### src/rtl/itlb_pkg.sv
package itlb_pkg;
  localparam int VPN_W   = 22;
  localparam int ASID_W  = 8;
  localparam int PPN_W   = 19;
  localparam int FLAG_W  = 9;
  localparam int WAYS    = 4;
  localparam int WAY_W   = $clog2(WAYS);
  localparam int LRU_W   = 6;

  localparam logic [FLAG_W-1:0] KEEP_FLAGS = 9'h1DA;
  localparam int FB_VALID  = 8;
  localparam int FB_SZ_HI  = 7;
  localparam int FB_USER   = 6;
  localparam int FB_SZ_LO  = 4;
  localparam int FB_SHARED = 1;

  typedef enum logic [1:0] {
    ST_HIT   = 2'd0,
    ST_MISS  = 2'd1,
    ST_MULTI = 2'd2,
    ST_PROT  = 2'd3
  } rsp_status_e;

  typedef struct packed {
    logic [VPN_W-1:0]  vpn;
    logic [ASID_W-1:0] asid;
    logic [PPN_W-1:0]  ppn;
    logic [FLAG_W-1:0] flags;
  } tlb_ent_t;

  // Page-number bits that take part in the comparison for a size code.
  function automatic logic [VPN_W-1:0] vpn_keep(input logic [FLAG_W-1:0] f);
    logic [VPN_W-1:0] ones;
    ones = {VPN_W{1'b1}};
    case ({f[FB_SZ_HI], f[FB_SZ_LO]})
      2'b00:   return ones;
      2'b01:   return ones << 2;
      2'b10:   return ones << 6;
      default: return ones << 10;
    endcase
  endfunction

  function automatic logic [WAY_W-1:0] lru_pick(input logic [LRU_W-1:0] l);
    if (l[5] && l[4] && l[3])                 return 2'd0;
    else if ({l[5], l[2], l[1]} == 3'b011)    return 2'd1;
    else if ({l[4], l[2], l[0]} == 3'b001)    return 2'd2;
    else                                      return 2'd3;
  endfunction

  function automatic logic [LRU_W-1:0] lru_use(input logic [LRU_W-1:0] l,
                                               input logic [WAY_W-1:0] w);
    case (w)
      2'd0:    return {3'b000, l[2:0]};
      2'd1:    return (l & 6'h19) | 6'h20;
      2'd2:    return (l & 6'h3E) | 6'h14;
      default: return l | 6'h0B;
    endcase
  endfunction
endpackage

### src/rtl/itlb_entry_array.sv
module itlb_entry_array
  import itlb_pkg::*;
(
  input  logic                  clk,
  input  logic                  rst,
  input  logic                  wr_en,
  input  logic [WAY_W-1:0]      wr_way,
  input  tlb_ent_t              wr_ent,
  input  logic [VPN_W-1:0]      cmp_vpn,
  input  logic [ASID_W-1:0]     cmp_asid,
  input  logic                  cmp_use_asid,
  output logic [WAYS-1:0]       hit_vec,
  output tlb_ent_t [WAYS-1:0]   way_ent
);
  for (genvar g = 0; g < WAYS; g++) begin : g_way
    tlb_ent_t         ent_q;
    logic [VPN_W-1:0] keep_q;

    always_ff @(posedge clk) begin
      if (rst) begin
        ent_q  <= '0;
        keep_q <= '1;
      end else if (wr_en && wr_way == WAY_W'(g)) begin
        ent_q  <= wr_ent;
        keep_q <= vpn_keep(wr_ent.flags);
      end
    end

    assign hit_vec[g] = ent_q.flags[FB_VALID]
                     && (!cmp_use_asid || ent_q.flags[FB_SHARED] || ent_q.asid == cmp_asid)
                     && (((ent_q.vpn ^ cmp_vpn) & keep_q) == '0);
    assign way_ent[g] = ent_q;
  end
endmodule

### src/rtl/itlb_lru.sv
module itlb_lru
  import itlb_pkg::*;
(
  input  logic             clk,
  input  logic             rst,
  input  logic             use_en,
  input  logic [WAY_W-1:0] use_way,
  output logic [WAY_W-1:0] victim
);
  logic [LRU_W-1:0] code_q;

  always_ff @(posedge clk) begin
    if (rst)         code_q <= '0;
    else if (use_en) code_q <= lru_use(code_q, use_way);
  end

  assign victim = lru_pick(code_q);
endmodule

### src/rtl/itlb_ctrl.sv
module itlb_ctrl
  import itlb_pkg::*;
(
  input  logic                clk,
  input  logic                rst,
  input  logic                lk_valid,
  output logic                lk_ready,
  input  logic [VPN_W-1:0]    lk_vpn,
  input  logic [ASID_W-1:0]   lk_asid,
  input  logic                lk_match_asid,
  input  logic                lk_user,
  input  logic [WAYS-1:0]     hit_vec,
  input  tlb_ent_t [WAYS-1:0] way_ent,
  input  logic [WAY_W-1:0]    victim,
  output logic                use_en,
  output logic [WAY_W-1:0]    use_way,
  output logic                wr_en,
  output tlb_ent_t            wr_ent,
  output logic                rsp_valid,
  output logic [1:0]          rsp_status,
  output logic [WAY_W-1:0]    rsp_way,
  output logic                rsp_refill,
  output logic [FLAG_W-1:0]   rsp_flags,
  output logic [PPN_W-1:0]    rsp_ppn,
  output logic                rf_req,
  output logic [VPN_W-1:0]    rf_vpn,
  output logic [ASID_W-1:0]   rf_asid,
  output logic                rf_match_asid,
  input  logic                rf_ack,
  input  logic [1:0]          rf_status,
  input  logic [VPN_W-1:0]    rf_ent_vpn,
  input  logic [ASID_W-1:0]   rf_ent_asid,
  input  logic [PPN_W-1:0]    rf_ent_ppn,
  input  logic [FLAG_W-1:0]   rf_ent_flags
);
  typedef enum logic {S_IDLE, S_WAIT} state_e;
  state_e state_q;
  logic   user_q;

  logic [WAY_W-1:0]    hit_idx;
  logic [WAY_W:0]      hit_cnt;
  tlb_ent_t            hit_ent;
  logic                accept, one_hit, many_hit, fill_ok;
  logic [FLAG_W-1:0]   fill_flags;

  always_comb begin
    hit_idx = '0;
    for (int i = 0; i < WAYS; i++)
      if (hit_vec[i]) hit_idx = WAY_W'(i);
    hit_cnt = (WAY_W+1)'($countones(hit_vec));
    hit_ent = way_ent[hit_idx];
  end

  assign lk_ready   = (state_q == S_IDLE);
  assign accept     = lk_ready && lk_valid;
  assign one_hit    = accept && hit_cnt == 1;
  assign many_hit   = accept && hit_cnt > 1;
  assign fill_ok    = (state_q == S_WAIT) && rf_ack && rf_status == 2'd0;
  assign fill_flags = rf_ent_flags & KEEP_FLAGS;

  assign use_en  = one_hit || fill_ok;
  assign use_way = one_hit ? hit_idx : victim;
  assign wr_en   = fill_ok;
  assign wr_ent  = '{vpn: rf_ent_vpn, asid: rf_ent_asid, ppn: rf_ent_ppn, flags: fill_flags};

  always_ff @(posedge clk) begin
    if (rst) begin
      state_q       <= S_IDLE;
      user_q        <= 1'b0;
      rsp_valid     <= 1'b0;
      rsp_status    <= ST_HIT;
      rsp_way       <= '0;
      rsp_refill    <= 1'b0;
      rsp_flags     <= '0;
      rsp_ppn       <= '0;
      rf_req        <= 1'b0;
      rf_vpn        <= '0;
      rf_asid       <= '0;
      rf_match_asid <= 1'b0;
    end else begin
      rsp_valid <= 1'b0;
      case (state_q)
        S_IDLE: begin
          if (one_hit) begin
            rsp_valid  <= 1'b1;
            rsp_status <= (lk_user && !hit_ent.flags[FB_USER]) ? ST_PROT : ST_HIT;
            rsp_way    <= hit_idx;
            rsp_refill <= 1'b0;
            rsp_flags  <= hit_ent.flags;
            rsp_ppn    <= hit_ent.ppn;
          end else if (many_hit) begin
            rsp_valid  <= 1'b1;
            rsp_status <= ST_MULTI;
            rsp_way    <= '0;
            rsp_refill <= 1'b0;
            rsp_flags  <= '0;
            rsp_ppn    <= '0;
          end else if (accept) begin
            state_q       <= S_WAIT;
            rf_req        <= 1'b1;
            rf_vpn        <= lk_vpn;
            rf_asid       <= lk_asid;
            rf_match_asid <= lk_match_asid;
            user_q        <= lk_user;
          end
        end
        default: begin
          if (rf_ack) begin
            state_q   <= S_IDLE;
            rf_req    <= 1'b0;
            rsp_valid <= 1'b1;
            if (fill_ok) begin
              rsp_status <= (user_q && !fill_flags[FB_USER]) ? ST_PROT : ST_HIT;
              rsp_way    <= victim;
              rsp_refill <= 1'b1;
              rsp_flags  <= fill_flags;
              rsp_ppn    <= rf_ent_ppn;
            end else begin
              rsp_status <= (rf_status == 2'd2) ? ST_MULTI : ST_MISS;
              rsp_way    <= '0;
              rsp_refill <= 1'b0;
              rsp_flags  <= '0;
              rsp_ppn    <= '0;
            end
          end
        end
      endcase
    end
  end
endmodule

### src/rtl/itlb_four_way.sv
module itlb_four_way
  import itlb_pkg::*;
(
  input  logic                clk,
  input  logic                rst,
  input  logic                lk_valid,
  output logic                lk_ready,
  input  logic [VPN_W-1:0]    lk_vpn,
  input  logic [ASID_W-1:0]   lk_asid,
  input  logic                lk_match_asid,
  input  logic                lk_user,
  output logic                rsp_valid,
  output logic [1:0]          rsp_status,
  output logic [WAY_W-1:0]    rsp_way,
  output logic                rsp_refill,
  output logic [FLAG_W-1:0]   rsp_flags,
  output logic [PPN_W-1:0]    rsp_ppn,
  output logic                rf_req,
  output logic [VPN_W-1:0]    rf_vpn,
  output logic [ASID_W-1:0]   rf_asid,
  output logic                rf_match_asid,
  input  logic                rf_ack,
  input  logic [1:0]          rf_status,
  input  logic [VPN_W-1:0]    rf_ent_vpn,
  input  logic [ASID_W-1:0]   rf_ent_asid,
  input  logic [PPN_W-1:0]    rf_ent_ppn,
  input  logic [FLAG_W-1:0]   rf_ent_flags
);
  logic [WAYS-1:0]     hit_vec;
  tlb_ent_t [WAYS-1:0] way_ent;
  logic [WAY_W-1:0]    victim;
  logic                use_en;
  logic [WAY_W-1:0]    use_way;
  logic                wr_en;
  tlb_ent_t            wr_ent;

  itlb_entry_array u_array (
    .clk(clk), .rst(rst), .wr_en(wr_en), .wr_way(victim), .wr_ent(wr_ent),
    .cmp_vpn(lk_vpn), .cmp_asid(lk_asid), .cmp_use_asid(lk_match_asid),
    .hit_vec(hit_vec), .way_ent(way_ent)
  );

  itlb_lru u_lru (
    .clk(clk), .rst(rst), .use_en(use_en), .use_way(use_way), .victim(victim)
  );

  itlb_ctrl u_ctrl (
    .clk(clk), .rst(rst),
    .lk_valid(lk_valid), .lk_ready(lk_ready), .lk_vpn(lk_vpn), .lk_asid(lk_asid),
    .lk_match_asid(lk_match_asid), .lk_user(lk_user),
    .hit_vec(hit_vec), .way_ent(way_ent), .victim(victim),
    .use_en(use_en), .use_way(use_way), .wr_en(wr_en), .wr_ent(wr_ent),
    .rsp_valid(rsp_valid), .rsp_status(rsp_status), .rsp_way(rsp_way),
    .rsp_refill(rsp_refill), .rsp_flags(rsp_flags), .rsp_ppn(rsp_ppn),
    .rf_req(rf_req), .rf_vpn(rf_vpn), .rf_asid(rf_asid), .rf_match_asid(rf_match_asid),
    .rf_ack(rf_ack), .rf_status(rf_status), .rf_ent_vpn(rf_ent_vpn),
    .rf_ent_asid(rf_ent_asid), .rf_ent_ppn(rf_ent_ppn), .rf_ent_flags(rf_ent_flags)
  );
endmodule

### config.mk
export PLATFORM = sky130hd
export DESIGN_NAME = itlb_four_way
export DESIGN_NICKNAME = d
export VERILOG_FILES = /design/src/rtl/itlb_pkg.sv /design/src/rtl/itlb_entry_array.sv /design/src/rtl/itlb_lru.sv /design/src/rtl/itlb_ctrl.sv /design/src/rtl/itlb_four_way.sv
export SDC_FILE = /design/constraint.sdc
export NUM_CORES = 1
export LEC_CHECK = 0
export BUFFER_PORTS_ARGS = -buffer_cell sky130_fd_sc_hd__clkbuf_2
export CORE_ASPECT_RATIO = 1.5
export CORE_MARGIN = 4
export CORE_UTILIZATION = 59
export DETAILED_ROUTE_END_ITERATION = 8
export PLACE_DENSITY = 0.9
export SYNTH_ARGS = -nofsm -noshare
export SYNTH_HDL_FRONTEND = slang
export SYNTH_SLANG_ARGS = --single-unit
### constraint.sdc
create_clock -name clk -period 5.3 [get_ports clk]
set_input_delay 0.53 -clock clk [delete_from_list [all_inputs] [get_ports clk]]
set_output_delay 0.53 -clock clk [all_outputs]
set_load 0.02 [all_outputs]
# Word level (Yosys, flattened, before mapping)
# Cells that the tools add are included.
# word_totals
word_cells	183
input_bits	96
register_bits	382
out_inout_bits	67
# classes
muxes	53
n_reduce_logical	55
addsub	3
eq_ne	18
magnitude_cmp	2
n_bitwise	14
# op_table
operator	count
$bmux 58 s2	1
$mux 19	5
$and 22x22->22	4
$logic_not 22->1	4
$xor 22x22->22	4
$mux 9	5
$mux 2	18
$eq 8x8->1	4
$pmux 10 s3	1
$mux 28	1
$logic_and 1x1->1	21
$mux 1	21
$pmux 6 s3	1
$reduce_and 3->1	6
$eq 2x2->1 const B	5
$logic_or 1x1->1	9
$logic_not 2->1	4
$reduce_and 4->1	2
$reduce_bool 2->1	4
$eq 2x1->1 const B	3
$eq 3x1->1 const B	2
$not 1->1	6
$add 1x1->2	2
$ne 2x1->1 const B	2
other kinds (8)	10

# Depth between registers and ports, before layout
# depth
depth_word	15
mapped_depth	21
mapped_depth_nobuf	19

# Cells and area by module
# From an unflattened synthesis, not the netlist that was laid out.
# unflattened
hier_cells	1787
area_unflattened_um2	14258.7
# modules_own_cells
mod	instances	cells_each	area_per_inst_um2	seq_area_each_um2
itlb_entry_array	1	1234	9758.1	4884.7
itlb_ctrl	1	514	4152.7	1361.3
itlb_lru	1	39	347.8	120.1

# Least setup slack after synthesis
# OpenSTA, ideal clock, no wires.
# synth_timing
kind	input -> register
start	input port lk_vpn[8]
end	register u_ctrl.rsp_ppn[3]
setup_slack_ps	1126
required_ps	5211
n_path_buf	3
t_arrival_ps	4085
stages	18
setup_time_ps	89
path_cell_list	clkbuf_1 xnor2_1 nand4_1 a22oi_1 nand4_1 a2111oi_0 ha_1 ha_1 inv_1 fa_1 nand2_1 or3_1 nor2_1 clkbuf_1 buf_1 nand2_1 mux2_2 a311oi_2
# synth_via
elab_chain_len	11
elab_cells_between_ends	32
classes_between	add/sub: 3; order compare: 1; eq/ne: 1; mux: 7; bitwise: 8; reduce/logical: 12
# synth_lines
element	line_no	rtl
start, declared	itlb_four_way.sv:8	input logic [VPN_W-1:0] lk_vpn,
branches (longest 11 deep; another with $add 3x3->3)	-	
end signal, assigned	itlb_ctrl.sv:90	rsp_ppn <= hit_ent.ppn;
end signal, assigned	itlb_ctrl.sv:117	rsp_ppn <= rf_ent_ppn;
end, declared	itlb_ctrl.sv:24	output logic [PPN_W-1:0] rsp_ppn,
# Several ways; the timed one is not identified. The select of a mux whose other input is x is not followed.
# A chain may end at the register's enable or synchronous reset.

# Worst setup path after layout
# layout_timing
start	register u_array.g_way[1].ent_q, in the netlist u_array.way_ent[96]
end	register u_ctrl.rsp_ppn[18]
# layout_via
elab_chain_len	11
elab_cells_between_ends	19
classes_between	add/sub: 2; order compare: 1; eq/ne: 1; mux: 7; bitwise: 2; reduce/logical: 6
# layout_lines
element	line_no	rtl
start, declared	itlb_entry_array.sv:16	tlb_ent_t ent_q;
start signal, assigned	itlb_entry_array.sv:24	ent_q <= wr_ent;
$xor 22x22->22 (*)	itlb_entry_array.sv:31	&& (((ent_q.vpn ^ cmp_vpn) & keep_q) == '0);
$and 22x22->22 (*)	itlb_entry_array.sv:31	
$logic_not 22->1 (*)	itlb_entry_array.sv:31	
$logic_and 1x1->1 (*)	itlb_entry_array.sv:31	
branches (longest 7 deep; another with $add 3x3->3)	-	
# Every way passes the cells marked *. The select of a mux whose other input is x is not followed.

==> reports/metrics.csv <==
metric;value;unit
status;complete, no violations;
Setup crit end kind;flip-flop;
port bufs;156;
WL/cell;18.12;um
Netlist cell types;52;
Clock Sinks;303;
#FFs+latches synth;303;
commonest non-fill, non-tap cell in the layout;nand2_1;
Ys Warns;0;
CP required;5.74;ns
antenna-violating nets left;0;
placer congestion estimate;0.9036;
initial antenna violation count;0;
cell count after synthesis;1809;
Die ar.;26260;um^2
fmax;224.0;MHz
Hold Crit Class;primary input to flip-flop;
final WL;39.80;mm
Max FO, Critical Path;20;
period utilization;84.21;%
Vias per Instance;5.948;
drt initial violations;1099;
number of global-route vias before repair;13000;
Max Cap Viol;0;
leading cell types in the layout, fill and taps excluded;604 x nand2_1, 303 x dfxtp_1, 273 x a21oi_1, 155 x clkbuf_2, 83 x xor2_1;
io pins;163;
Clock Pin Slew Worst Setup and Hold Paths;0.07;ns
worst rel slew slack;23.86;%
Clock Latency Late Sink;0.54;ns
cts hold-fix bufs;0;
r2r setup slk;0.84;ns
CTS tree;yes;
first-pass GRT wire length;63.41;mm
Arrival @ worst endpoint;4.90;ns
Syn-to-layout area delta;13.13;%
sequential share of power;47.5;%
# diodes;0;
largest net degree at the start of global routing;190;
combinational group share of total power;7.2;%
ys async rst share;0;%
Pre-Repair DR Iteration Count;5;
Internal Power;3.751;mW
top_reg_cell synth;dfxtp_1;
setup TNS;0;ns
Worst Tran Pin Value;1.139;ns
Final Skew;0.02406;ns
Hold Violations, Final;0;
clock share of power;45.2;%
Remaining DRCs;0;
Setup Viol. Count Final;0;
Peak VDD IR;0.0002480;V
crit path kind;flip-flop to flip-flop;
Die W;133.7;um
Startpoint Class;flip-flop;
global route overflow;0;
Core Area;23140;um^2
Max H-tree Level;1;
final critical-path required period;4.463;ns
Syn Area/Cell;7.725;um^2
Setup Fix Bufs, Post-CTS;0;
Std-Cell Rows;68;
Max Slew Vio Count;0;
share of cells above drive strength 1;15.94;%
DP Worst Slack;0.5011;ns
clock root buffer;clkbuf_16;
Tot GR Track Use;29.12;%
Seq/Total Area, Yosys;43.41;%
Die Y;196.5;um
EDFF count, synth;0;
Num CTS Buffers;29;
Pleak;5.650;nW
PostCTS Resize Cnt;0;
Net Switching;1.153;mW
DP HPWL;24.65;mm
Final #Nets;1968;
total number of vias;13070;
Longest Clk Path Bufs;3;
Initial Utilization;60.39;%
RSZ-0062 raised after global routing;no;
post-synthesis cell area;13970;um^2
final worst slack;0.8366;ns
Pwr Density;310.1;nW/um^2
Sw Ratio;23.51;%
-- path summary, 6_finish.rpt --
| check | from | end | depth (start not counted) |
|---|---|---|---|
| setup / recovery | u_array.way_ent[96] | u_ctrl.rsp_ppn[18] | 16 |
| hold / removal | rf_ent_asid[2] | u_array.way_ent[88] | 3 |
| setup reg to reg | u_array.way_ent[96] | u_ctrl.rsp_ppn[18] | 16 |
| hold reg to reg | u_ctrl.rf_match_asid | u_ctrl.rf_match_asid | 2 |
-- worst max-delay path, cell delays in order, from the launching register on --
cell and delay, ns:
dfxtp_1 0.33, xor2_1 0.16, o41ai_1 0.60, nand4_1 0.16, nor3_1 0.34, ha_1 0.21, ha_1 0.14, inv_1 0.04
fa_1 0.48, nand2_1 0.11, nor3_1 0.21, buf_4 0.21, and2_2 0.45, buf_4 0.26, nand3_1 0.08, mux2_1 0.30
a311oi_1 0.26
-- cell families (layout without fill, tap and decap cells) --
group	after synthesis	count (layout)	share of synthesized area (%)
buffers and inverters	167	238	4.960
and+or+nand+nor	783	783	22.85
AOI/OAI and AO/OA	374	374	15.85
muxes	51	51	4.387
adders and majority gates	10	10	0.9491
other	1	3	0.02683
xor gates and xnor gates	120	120	7.575
DFF	303	303	43.41
-- layer usage --
layer,up-vias,routed length (um),track usage (%)
li1,6092,-,-
met1,6199,14330,31.42
met2,622,20770,54.37
met3,154,2613,3.728
met4,0,2083,16.51
met5,-,0,0
-- cell type report --
type | count | area, um^2
inverters | 9 | 33.78
clock buffers | 36 | 812.0
multi-input cells | 1341 | 7297
flip-flops and latches | 303 | 6066
clock inverters | 15 | 214.0
repair buffers | 178 | 993.5
well taps | 315 | 394.1
fillers | 1774 | 7332
-- per-stage QoR --
| step | cell area, um^2 | hold slack, ns | util [%] | total power, mW | std cells |
|---|---|---|---|---|---|
| global placement | 14780 | 0.4365 | 63.88 | 2.721 | 2146 |
| detailed placement | 14780 | 0.4467 | 63.88 | 2.731 | 2146 |
| global route | 15810 | 0.2558 | 68.32 | 5.045 | 2197 |
| CTS | 15810 | 0.2436 | 68.32 | 4.907 | 2197 |
| floorplan | 13980 | 0.4290 | - | 2.598 | 1811 |
| finish | 15810 | 0.2510 | 68.32 | 4.903 | 2197 |
-- power groups by stage --
stage	Sequential (mW)	Combinational (mW)	Clock, mW
3_5_place_dp	2.38	0.349	0
6_report	2.33	0.355	2.22
5_1_grt	2.33	0.381	2.33
3_3_place_gp	2.38	0.340	0
2_1_floorplan	2.41	0.186	0
4_1_cts	2.33	0.352	2.22
-- sequential cells by signal, indices dropped and copies added, names as in the netlist --
name and count:
u_array.way_ent 220, u_ctrl.rf_vpn 22, u_ctrl.rsp_ppn 19, u_array.g_way.keep_q 12
u_ctrl.rf_asid 8, u_ctrl.rsp_flags 6, u_lru.code_q 6, u_ctrl.rsp_status 2
u_ctrl.rsp_way 2, u_ctrl.rf_match_asid 1, u_ctrl.rf_req 1, u_ctrl.rsp_refill 1
u_ctrl.rsp_valid 1, u_ctrl.state_q 1, u_ctrl.user_q 1
-- cells in the mapped netlist (all sizes together) (23+ instances only) --
library cell,instances,area [um^2]
xnor2,36,315.3
xor2,84,743.2
clkbuf,135,506.7
nor2,65,244.0
dfxtp,303,6066
nand2,606,2275
buf,23,152.6
a211oi,31,232.7
mux2,43,533.0
nand3,25,125.1
a311oi,26,309.1
a21oi,274,1371
No activity file was read; power rests on OpenSTA's default activity.
